<file path="config.mk">
export PLATFORM = sky130hd
export DESIGN_NAME = arith_mu
export DESIGN_NICKNAME = d
export VERILOG_FILES = /design/src/rtl/arith_mu_pkg.sv /design/src/rtl/arith_mu_ysel.sv /design/src/rtl/arith_mu_adder.sv /design/src/rtl/arith_mu_dreg.sv /design/src/rtl/arith_mu.sv
export SDC_FILE = /design/constraint.sdc
export NUM_CORES = 1
export LEC_CHECK = 0
export BUFFER_PORTS_ARGS = -buffer_cell sky130_fd_sc_hd__buf_2
export CORE_AREA = 5 5 42 44
export DETAILED_ROUTE_END_ITERATION = 7
export DIE_AREA = 0 0 47 49
export PLACE_DENSITY_LB_ADDON = 0.3
export SLEW_MARGIN = 20
export SYNTH_ARGS = -nofsm -noshare
export SYNTH_HDL_FRONTEND = slang
export SYNTH_SLANG_ARGS = --single-unit
</file>
<file path="constraint.sdc">
create_clock -name clk_i -period 2.17 [get_ports clk_i]
set_clock_uncertainty 0.1 [all_clocks]
set_input_delay 0.217 -clock clk_i [delete_from_list [all_inputs] [get_ports clk_i]]
set_output_delay 0.217 -clock clk_i [all_outputs]
set_load 0.01 [all_outputs]
</file>
<file path="src/rtl/arith_mu_pkg.sv">
package arith_mu_pkg;
  typedef enum logic [1:0] {
    YSEL_B    = 2'b00,
    YSEL_NOTB = 2'b01,
    YSEL_ZERO = 2'b10,
    YSEL_ONES = 2'b11
  } ysel_e;
endpackage

</file>
<file path="src/rtl/arith_mu_ysel.sv">
module arith_mu_ysel
  import arith_mu_pkg::*;
#(
  parameter int W = 4
) (
  input  logic [1:0]   sel_i,
  input  logic [W-1:0] b_i,
  output logic [W-1:0] y_o
);
  ysel_e sel;
  assign sel = ysel_e'(sel_i);

  for (genvar i = 0; i < W; i++) begin : g_bit
    always_comb begin
      unique case (sel)
        YSEL_B:    y_o[i] = b_i[i];
        YSEL_NOTB: y_o[i] = ~b_i[i];
        YSEL_ZERO: y_o[i] = 1'b0;
        default:   y_o[i] = 1'b1;
      endcase
    end
  end
endmodule

</file>
<file path="src/rtl/arith_mu_adder.sv">
module arith_mu_adder #(
  parameter int W = 4
) (
  input  logic [W-1:0] x_i,
  input  logic [W-1:0] y_i,
  input  logic         cin_i,
  output logic [W-1:0] s_o,
  output logic         cout_o
);
  logic [W:0] c;
  assign c[0] = cin_i;

  for (genvar i = 0; i < W; i++) begin : g_fa
    logic p;
    assign p        = x_i[i] ^ y_i[i];
    assign s_o[i]   = p ^ c[i];
    assign c[i+1]   = (x_i[i] & y_i[i]) | (p & c[i]);
  end

  assign cout_o = c[W];
endmodule

</file>
<file path="src/rtl/arith_mu_dreg.sv">
module arith_mu_dreg #(
  parameter int W = 4
) (
  input  logic         clk_i,
  input  logic         rst_ni,
  input  logic         en_i,
  input  logic [W-1:0] d_i,
  input  logic         c_i,
  output logic [W-1:0] q_o,
  output logic         c_o
);
  always_ff @(posedge clk_i or negedge rst_ni) begin
    if (!rst_ni) begin
      q_o <= '0;
      c_o <= 1'b0;
    end else if (en_i) begin
      q_o <= d_i;
      c_o <= c_i;
    end
  end
endmodule

</file>
<file path="src/rtl/arith_mu.sv">
module arith_mu #(
  parameter int W = 4
) (
  input  logic         clk_i,
  input  logic         rst_ni,
  input  logic         load_i,
  input  logic [1:0]   sel_i,
  input  logic         cin_i,
  input  logic [W-1:0] a_i,
  input  logic [W-1:0] b_i,
  output logic [W-1:0] d_o,
  output logic         cout_o
);
  logic [W-1:0] y;
  logic [W-1:0] sum;
  logic         carry;

  arith_mu_ysel #(.W(W)) i_ysel (
    .sel_i (sel_i),
    .b_i   (b_i),
    .y_o   (y)
  );

  arith_mu_adder #(.W(W)) i_adder (
    .x_i    (a_i),
    .y_i    (y),
    .cin_i  (cin_i),
    .s_o    (sum),
    .cout_o (carry)
  );

  arith_mu_dreg #(.W(W)) i_dreg (
    .clk_i  (clk_i),
    .rst_ni (rst_ni),
    .en_i   (load_i),
    .d_i    (sum),
    .c_i    (carry),
    .q_o    (d_o),
    .c_o    (cout_o)
  );
endmodule

</file>
After elaboration in Yosys (flattened, before gate mapping)
Cells that the tools add are included.
{"block": "word_totals", "reg_bits": 5, "in_bits": 14, "out_inout_bits": 5, "word_cells": 33}
{"block": "op_classes", "eq_ne": 2, "n_mux": 4, "n_bitwise": 24, "reduce_logical": 1}
{"operator": "1-bit one-hot mux with 3 select lines", "count": 4}
{"operator": "1-bit bitwise AND", "count": 8}
{"operator": "1-bit bitwise XOR", "count": 8}
{"operator": "1-bit inverter", "count": 4}
{"operator": "1-bit OR", "count": 4}
{"operator": "2-bit by 1-bit == test with 1-bit output, second input constant", "count": 1}
{"operator": "2-bit == test, second input constant", "count": 1}
{"operator": "2-bit logical NOT", "count": 1}

Depth between registers and ports, before layout
Gate-level depths: netlist of run 1.
{"block": "logic_depth", "word_depth": 11, "depth_mapped": 9}

Modules after synthesis
A second synthesis of run 1 with hierarchy kept.
{"block": "hier_totals", "cells_unflattened": 33, "hier_area_um2": 364.1}
{"module": "arith_mu_dreg", "n_inst": 1, "cells_each": 10, "area_each_um2": 181.4, "seq_area_each_um2": 125.1}
{"module": "arith_mu_adder", "n_inst": 1, "cells_each": 14, "area_each_um2": 117.6, "seq_area_each_um2": 0.0}
{"module": "arith_mu_ysel", "n_inst": 1, "cells_each": 9, "area_each_um2": 65.1, "seq_area_each_um2": 0.0}

Worst setup path after synthesis of run 1
OpenSTA, ideal clock, no wires.
{"block": "synth_timing", "path_type": "input to register", "startpoint": "in sel_i[0]", "endpoint": "reg i_dreg.q_o[3]", "setup_time_ps": 125, "arrival_ps": 2186, "path_slack_ps": -241, "cell_stages": 9, "cell_sequence": "buf_2 xnor2_1 fa_1 inv_1 fa_1 fa_1 inv_1 fa_1 mux2_4"}
{"block": "synth_via", "elab_chain_len": 10, "word_cells_on_any_way": 21, "cone_classes": "2 x eq/ne; 4 x mux; 14 x bitwise; 1 x reduce/logical"}
{"item": "start, declared", "line_no": "arith_mu.sv:7", "rtl": "input logic [1:0] sel_i,"}
{"item": "2-bit == test, or another cell as far along", "line_no": "arith_mu_ysel.sv:15", "rtl": "unique case (sel)"}
{"item": "1-bit one-hot mux with 3 select lines", "line_no": "arith_mu_ysel.sv:15"}
{"item": "1-bit bitwise XOR", "line_no": "arith_mu_adder.sv:15", "rtl": "assign p = x_i[i] ^ y_i[i];"}
{"item": "1-bit bitwise AND", "line_no": "arith_mu_adder.sv:17", "rtl": "assign c[i+1] = (x_i[i] & y_i[i]) | (p & c[i]);"}
{"item": "1-bit OR", "line_no": "arith_mu_adder.sv:17"}
{"item": "1-bit bitwise AND", "line_no": "arith_mu_adder.sv:17"}
{"item": "1-bit OR", "line_no": "arith_mu_adder.sv:17"}
{"item": "1-bit bitwise AND", "line_no": "arith_mu_adder.sv:17"}
{"item": "1-bit OR", "line_no": "arith_mu_adder.sv:17"}
{"item": "1-bit bitwise XOR *", "line_no": "arith_mu_adder.sv:16", "rtl": "assign s_o[i] = p ^ c[i];"}
{"item": "via i_adder.s_o[3]", "line_no": "arith_mu_adder.sv:7", "rtl": "output logic [W-1:0] s_o,"}
{"item": "end signal, assigned", "line_no": "arith_mu_dreg.sv:17", "rtl": "q_o <= d_i;"}
{"item": "end, declared", "line_no": "arith_mu_dreg.sv:9", "rtl": "output logic [W-1:0] q_o,"}
The timed path passes the listed nets; every way through them passes the cells marked *.
A chain may end at the register's enable or synchronous reset.

Worst setup path after layout of run 1
{"block": "layout_timing", "startpoint": "in sel_i[1]", "endpoint": "reg i_dreg.q_o[3]"}
Same word-level chain as after synthesis.

==> summary.txt, run 1 <==
Status
  – Outcome: complete, but fails checks
  – Failing checks: negative setup slack

Place
  – Placed inst area: 500 um2
  – Pre-CTS WS: -0.356 ns
  – RD Place Congestion: ~0.59
  – Buffers on Ports: 18

Pwr
  – Cell Pwr Density: approximately 710 nW/um2
  – Reg power frac: 0.346
  – Switch share: 0.307
  – VDD IR-drop max: ~0.28 mV
  – NetSw: 119 uW
  – Power Total: about 390 uW
  – Int Pwr: 268 uW
  – Clock share of power: 0.292
  – Static Leak: ~0.00028 uW
  – Combinational group share of total power: 0.361

Worst setup path
  – CP Capture Type: flop
  – Worst path most repeated cell: fa_2
  – Startpoint types: input pin
  – CP Data Arrival Time: 2.21 ns
  – Critical path buffer and inverter count: 3
  – Critical path cell sequence: buf_6, nand2b_4, xnor2_2, fa_2, inv_2, fa_2, fa_2, inv_2, fa_1, mux2_4
  – CP max stage delay: about 0.40 ns
  – Crit path kind: in -> reg
  – Crit path max-delay family: adder cells
  – Slowest cell on crit path: fa_1
  – Worst path required time: between 2 and 2.5 ns
  – Crit Path Max Fanout: 2

Timing
  – Worst Tran Pin Value: 0.218 ns
  – Hold Fails Final Rpt: 0
  – Final worst slack: -0.0158 ns
  – Final setup vio count: 1
  – Worst slew margin: 0.854
  – Slew Limit Fails: 0
  – Tmin final: ~2.2 ns
  – RSZ-0062 raised after global routing: true
  – Fmax: 0.457 GHz
  – Final Cycle Share: 1.01

GRT
  – Vias in the first global route: roughly 260
  – First-pass GRT wire length: about 1000 um
  – Largest net degree at the start of global routing: 6
  – Initial antenna violation count: 0
  – All-layer global routing usage: 0.0667
  – Total grt overflow: 0

Finish
  – Layout Nets: slightly above 70
  – Final instance area: approximately 540 um2
  – ANT cells: 0
  – Share of cells above drive strength 1: 0.623
  – Commonest non-fill, non-tap cell in the layout: buf_2
  – Fillers: between 100 and 150
  – Most frequent cells in the layout: buf_2, dfrtp_1, inv_1
  – Area delta synth->final: 47.1%

Route
  – Remaining DRCs: 0
  – WL final: between 600 and 700 um
  – First drt pass iteration count: 1
  – DR iter-0 viols: 0
  – Vias: between 200 and 300
  – Via density: 3.96
  – WL/cell: about 10 um
  – Number of routed nets with antenna violations: 0

Clocking
  – Root Buffer: clkbuf_4
  – Clock Tree Buf Depth: 2
  – CTS clock-pin slew for the worst setup and hold paths: around 0.050 ns
  – H-tree levels: 1
  – Clk Latency, worst-skew pair: between 0.2 and 0.3 ns
  – CTS tree: yes
  – Cts bufs inserted: 3
  – Post-CTS setup buffer count: 0
  – # clock sinks: 5

Floorplan
  – Rows: 14
  – Die Y: a little under 50 um
  – Initial Util: 0.263
  – IO Pins: 19
  – Die area: ~2300 um2
  – Core region area: between 1000 and 1500 um2
  – Die Wd: approximately 47 um

Synthesis
  – Synth Cell Area: between 300 and 400 um2
  – Net count after synthesis: 48
  – Register bit count reported by yosys: 5
  – Synth cell types: 10
  – Fraction of the yosys area taken by sequential cells: 0.339
  – Post-Syn Instances: 30
  – Avg Cell Area, Syn: 12.3 um2
  – YS warnings: 0

Min path
  – Worst min-delay path class: in -> reg

Run
  – Total of max-cap violations: 0
[worst paths after layout]
check | endpoint | slack, ns | depth (start not counted) | start
max in group asynchronous | i_dreg.q_o[1]$_DFFE_PN0P_ | 1.63 | 2 | rst_ni
min reg2reg | i_dreg.q_o[0]$_DFFE_PN0P_ | 0.41 | 1 | i_dreg.q_o[0]$_DFFE_PN0P_
max | i_dreg.q_o[3]$_DFFE_PN0P_ | -0.02 | 10 | sel_i[1]
min in group asynchronous | i_dreg.q_o[0]$_DFFE_PN0P_ | 0.21 | 2 | rst_ni
max reg2reg | i_dreg.q_o[3]$_DFFE_PN0P_ | 1.30 | 1 | i_dreg.q_o[3]$_DFFE_PN0P_
min | i_dreg.q_o[2]$_DFFE_PN0P_ | 0.18 | 2 | load_i
[stage by stage]
stage / hold slack, ns / TNS [ns] / cells / util
2_1_floorplan: -0.179 / -0.171 / 30 / -
5_1_grt: 0.181 / -0.0744 / 69 / 0.388
3_5_place_dp: -0.0640 / -0.463 / 64 / 0.357
3_3_place_gp: -0.0658 / -0.424 / 64 / 0.357
4_1_cts: 0.171 / -0.0184 / 69 / 0.388
6_report: 0.180 / -0.0158 / 69 / 0.388
[layout make-up]
cell class | instances | area (um2) | area share
timing repair buffer | 21 | 121 | 0.224
clock buffer | 4 | 26.3 | 0.0484
inverter | 6 | 22.5 | 0.0415
multi-input combinational | 17 | 228 | 0.419
sequential | 5 | 125 | 0.230
tap | 16 | 20.0 | 0.0369
[sequential cells by signal (all words and copies together), names as in the netlist]
name,flops
i_dreg.q_o,4
i_dreg.c_o,1
[repair_timing]
action	4_1_cts	5_1_grt
hold buffers	1	0
resized for setup	2	0
endpoints found under the setup margin	1	1
pin swaps	2	0
endpoints found under the hold margin	5	0
[kinds of logic after synthesis]
| group | Yosys count | share of synthesized area |
|---|---|---|
| simple gates | 4 | 0.0678 |
| buf+inv | 8 | 0.105 |
| mux | 5 | 0.176 |
| flops | 5 | 0.339 |
| xor+xnor | 4 | 0.0949 |
| fa+ha+maj | 4 | 0.217 |
[Yosys cell counts]
cell type / n / share of area
buf_2: 1 / 0.014
buf_6: 1 / 0.031
dfrtp_1: 5 / 0.34
fa_1: 4 / 0.22
inv_1: 6 / 0.061
mux2_4: 3 / 0.12
mux2i_1: 2 / 0.054
nand2b_1: 2 / 0.034
nor2b_1: 2 / 0.034
xnor2_1: 4 / 0.095
[power groups by stage]
| stage | clock network (uW) | registers (uW) | logic, uW |
|---|---|---|---|
| detailed placement | 0 | 135 | 141 |
| global placement | 0 | 135 | 137 |
| global route | 124 | 138 | 156 |
| floorplan | 0 | 147 | 72.6 |
| CTS | 119 | 135 | 144 |
| finish | 113 | 134 | 140 |
[per-layer routing]
metal	vias up	wire, um	global-route usage
li1	134	-	-
met2	13	332	0.0860
met1	124	255	0.0742
met3	2	62	0.0295
met4	0	25	0.0691
met5	-	0	0
(Power assumes the default switching activity.)
==> run 2, diff against run 1 <==
--- a/config.mk
+++ b/config.mk
@@ -5,6 +5,7 @@
 export SDC_FILE = /design/constraint.sdc
 export NUM_CORES = 1
 export LEC_CHECK = 0
+export ABC_AREA = 1
 export BUFFER_PORTS_ARGS = -buffer_cell sky130_fd_sc_hd__buf_2
 export CORE_AREA = 5 5 42 44
 export DETAILED_ROUTE_END_ITERATION = 7
==> summary.txt, run 2 <==
Timing
  – Final worst slack: 0.111 ns (was -0.0158 ns)
  – Fin Hold WS: 0.121 ns (was 0.180 ns)
  – Final Cycle Share: 0.949 (was 1.01)
  – RSZ-0062 raised after global routing: false (was true)
  – Fmax: 0.486 GHz (was 0.457 GHz)
  – Hold Fails Final Rpt: 0 (unchanged)
  – Slew Limit Fails: 0 (unchanged)
  – Worst Tran Pin Value: 0.173 ns (was 0.218 ns)
  – Final setup vio count: 0 (was 1)
  – Tmin final: 2.06 ns (was 2.19 ns)
  – Worst slew margin: 0.884 (was 0.854)

Floorplan
  – Die area: 2300 um2 (unchanged)
  – Core region area: 1400 um2 (unchanged)
  – Initial Util: 0.256 (was 0.263)
  – Rows: 14 (unchanged)
  – IO Pins: 19 (unchanged)
  – Die Y: 49 um (unchanged)
  – Die Wd: 47 um (unchanged)

Run
  – Total of max-cap violations: 0 (unchanged)

Route
  – Via density: 4.09 (was 3.96)
  – DR iter-0 viols: 7 (was 0)
  – Vias: 360 (was 273)
  – Remaining DRCs: 0 (unchanged)
  – First drt pass iteration count: 4 (was 1)
  – WL final: 823 um (was 676 um)
  – Number of routed nets with antenna violations: 0 (unchanged)
  – WL/cell: 9.35 um (was 9.80 um)

Synthesis
  – Net count after synthesis: 62 (was 48)
  – Synth area leaders: dfrtp_1, fa_1, nand2_1 (was dfrtp_1, fa_1, mux2_4)
  – Register bit count reported by yosys: 5 (unchanged)
  – Biggest area consumer among synthesized cells: dfrtp_1 (unchanged)
  – Top post-synthesis cells by count: nand2_1, inv_1, dfrtp_1, fa_1, nand3_1 (was inv_1, dfrtp_1, fa_1, xnor2_1, mux2_4)
  – Synth cell types: 10 (unchanged)
  – Synth top area share: 0.348 (was 0.339)
  – Number of enable flip-flop cells after synthesis: 0 (unchanged)
  – Post-Syn Instances: 44 (was 30)
  – Synth Cell Area: 359 um2 (was 369 um2)
  – Top_reg_cell synth: dfrtp_1 (unchanged)
  – Avg Cell Area, Syn: 8.16 um2 (was 12.3 um2)
  – Count leader, synth: nand2_1 (was inv_1)
  – Fraction of the yosys area taken by sequential cells: 0.348 (was 0.339)
  – Asr flop ratio synth: 1.00 (unchanged)
  – YS warnings: 0 (unchanged)

Min path
  – Min-Delay Path Depth: 3 (was 2)
  – Worst hold start: load_i (unchanged)
  – Worst min-delay path class: in -> reg (unchanged)
  – Worst hold endpoint: i_dreg.q_o[0]$_DFFE_PN0P_ (was i_dreg.q_o[2]$_DFFE_PN0P_)

Finish
  – Largest registers: i_dreg.q_o x4, i_dreg.c_o x1 (unchanged)
  – Area delta synth->final: 54.7% (was 47.1%)
  – Cell Count, Final, Fillers Out: 88 (was 69)
  – Max reg flops: 4 (unchanged)
  – Fillers: 153 (was 148)
  – Area of the multi-input gates: 220 um2 (was 228 um2)
  – Commonest non-fill, non-tap cell in the layout: buf_2 (unchanged)
  – Most flops, register: i_dreg.q_o (unchanged)
  – Register area: 125 um2 (unchanged)
  – Most frequent cells in the layout: buf_2, nand2_1, inv_1 (was buf_2, dfrtp_1, inv_1)
  – Share of cells above drive strength 1: 0.431 (was 0.623)
  – ANT cells: 0 (unchanged)
  – Layout Nets: 91 (was 72)

Worst setup path
  – CP Capture Type: flop (unchanged)
  – Worst reg2reg startpoint: i_dreg.q_o[1]$_DFFE_PN0P_ (was i_dreg.q_o[3]$_DFFE_PN0P_)
  – RR Endpoint: i_dreg.q_o[1]$_DFFE_PN0P_ (was i_dreg.q_o[3]$_DFFE_PN0P_)
  – CP Data Arrival Time: 2.09 ns (was 2.21 ns)
  – Worst path most repeated cell: nand2_1 (was fa_2)
  – Crit path max-delay family: adder cells (unchanged)
  – Critical path buffer and inverter count: 3 (unchanged)
  – Critical path cell sequence: buf_2, nor2_4, nand2_1, nand3_1, fa_1, inv_1, fa_2, fa_2, inv_1, fa_1, nand2_1, nand2_1 (was buf_6, nand2b_4, xnor2_2, fa_2, inv_2, fa_2, fa_2, inv_2, fa_1, mux2_4)
  – FF-to-FF setup slack: 1.45 ns (was 1.30 ns)
  – Worst Setup SP: sel_i[0] (was sel_i[1])
  – Slowest cell on crit path: fa_1 (unchanged)
  – R2R cell count: 2 (was 1)
  – CP max stage delay: 0.40 ns (about the same)
  – Crit path kind: in -> reg (unchanged)
  – Crit Path Max Fanout: 5 (was 2)
  – Worst path required time: 2.20 ns (about the same)
  – Startpoint types: input pin (unchanged)

Clocking
  – Cts bufs inserted: 3 (unchanged)
  – # clock sinks: 5 (unchanged)
  – Post-CTS setup buffer count: 0 (unchanged)
  – H-tree levels: 1 (unchanged)
  – Root Buffer: clkbuf_4 (unchanged)
  – Clock Tree Buf Depth: 2 (unchanged)
  – CTS tree: yes (unchanged)
  – CTS clock-pin slew for the worst setup and hold paths: 0.04 ns (was 0.05 ns)
  – Clk Latency, worst-skew pair: 0.24 ns (was 0.25 ns)

GRT
  – Vias in the first global route: 324 (was 262)
  – Initial antenna violation count: 0 (unchanged)
  – Total grt overflow: 0 (unchanged)
  – First-pass GRT wire length: 1290 um (was 1040 um)
  – Largest net degree at the start of global routing: 8 (was 6)
  – All-layer global routing usage: 0.0789 (was 0.0667)

Place
  – Cell total after placement: 83 (was 64)
  – Buffers on Ports: 18 (unchanged)
  – RD Place Congestion: 0.643 (was 0.590)
  – Pre-CTS WS: -0.263 ns (was -0.356 ns)

Pwr
  – VDD IR-drop max: 0.176 mV (was 0.275 mV)
  – Static Leak: 0.000310 uW (was 0.000282 uW)
  – Power Total: 336 uW (was 387 uW)
  – Cell Pwr Density: 604 nW/um2 (was 712 nW/um2)

Status
  – Outcome: finished, final reports clean (was complete, but fails checks)
run 2: kinds of logic (layout without fill, tap and decap cells):
logic type                 count (synthesis)  in the layout  share of synthesized area
DFF                                        5              5                      0.348
and+or+nand+nor                           26             26                      0.328
AOI/OAI and AO/OA                          2              2                     0.0279
buffers and inverters                      7             35                     0.0732
adders and majority gates                  4              4                      0.223
run 2: where the power goes:
part           internal (uW)  switching [uW]  total, uW
Sequential               112            9.18        121
Clock                   69.6            38.9        108
Combinational           50.4            55.6        106
Total                    232             104        336
run 2: repair_timing:
action	4_1_cts	5_1_grt
gates resized for setup	1	3
hold buffers	1	0
hold endpoints to repair	5	0
endpoints found under the setup margin	1	1
run 2: worst max-delay path by stage:
| stage | cells past startpoint | to |
|---|---|---|
| 4_1_cts | 12 | i_dreg.q_o[3]$_DFFE_PN0P_ |
| 5_1_grt | 12 | i_dreg.q_o[3]$_DFFE_PN0P_ |
| 2_1_floorplan | 11 | i_dreg.q_o[3]$_DFFE_PN0P_ |
| 3_3_place_gp | 12 | i_dreg.q_o[3]$_DFFE_PN0P_ |
| 3_5_place_dp | 12 | i_dreg.q_o[3]$_DFFE_PN0P_ |
| 6_report | 12 | i_dreg.q_o[3]$_DFFE_PN0P_ |
run 2: routing by layer:
layer  routed length [um]  share of wire  GRT usage
met5                    0              0          0
met4                   27          0.033     0.0553
met3                   99           0.12     0.0258
met2                  353           0.43      0.102
met1                  342           0.42      0.106
run 2: layout make-up:
class	count	share of cell area
clock buffers	4	0.0473
repair buffers	24	0.248
well taps	16	0.0360
multi-input cells	32	0.396
inverters	7	0.0473
flip-flops and latches	5	0.225
run 2: metrics by stage:
| step | util | setup TNS, ns | cell area, um2 |
|---|---|---|---|
| after global routing | 0.396 | 0 | 556 |
| after floorplan | - | 0 | 362 |
| after global placement | 0.363 | -0.225 | 509 |
| final | 0.396 | 0 | 556 |
| after CTS | 0.391 | 0 | 548 |
| after detailed placement | 0.363 | -0.263 | 509 |
run 2: worst reg2reg max path, stage by stage (launching register included):
cell     delay [ns]
dfrtp_1        0.37
nand2_1        0.06
o21ai_0        0.07
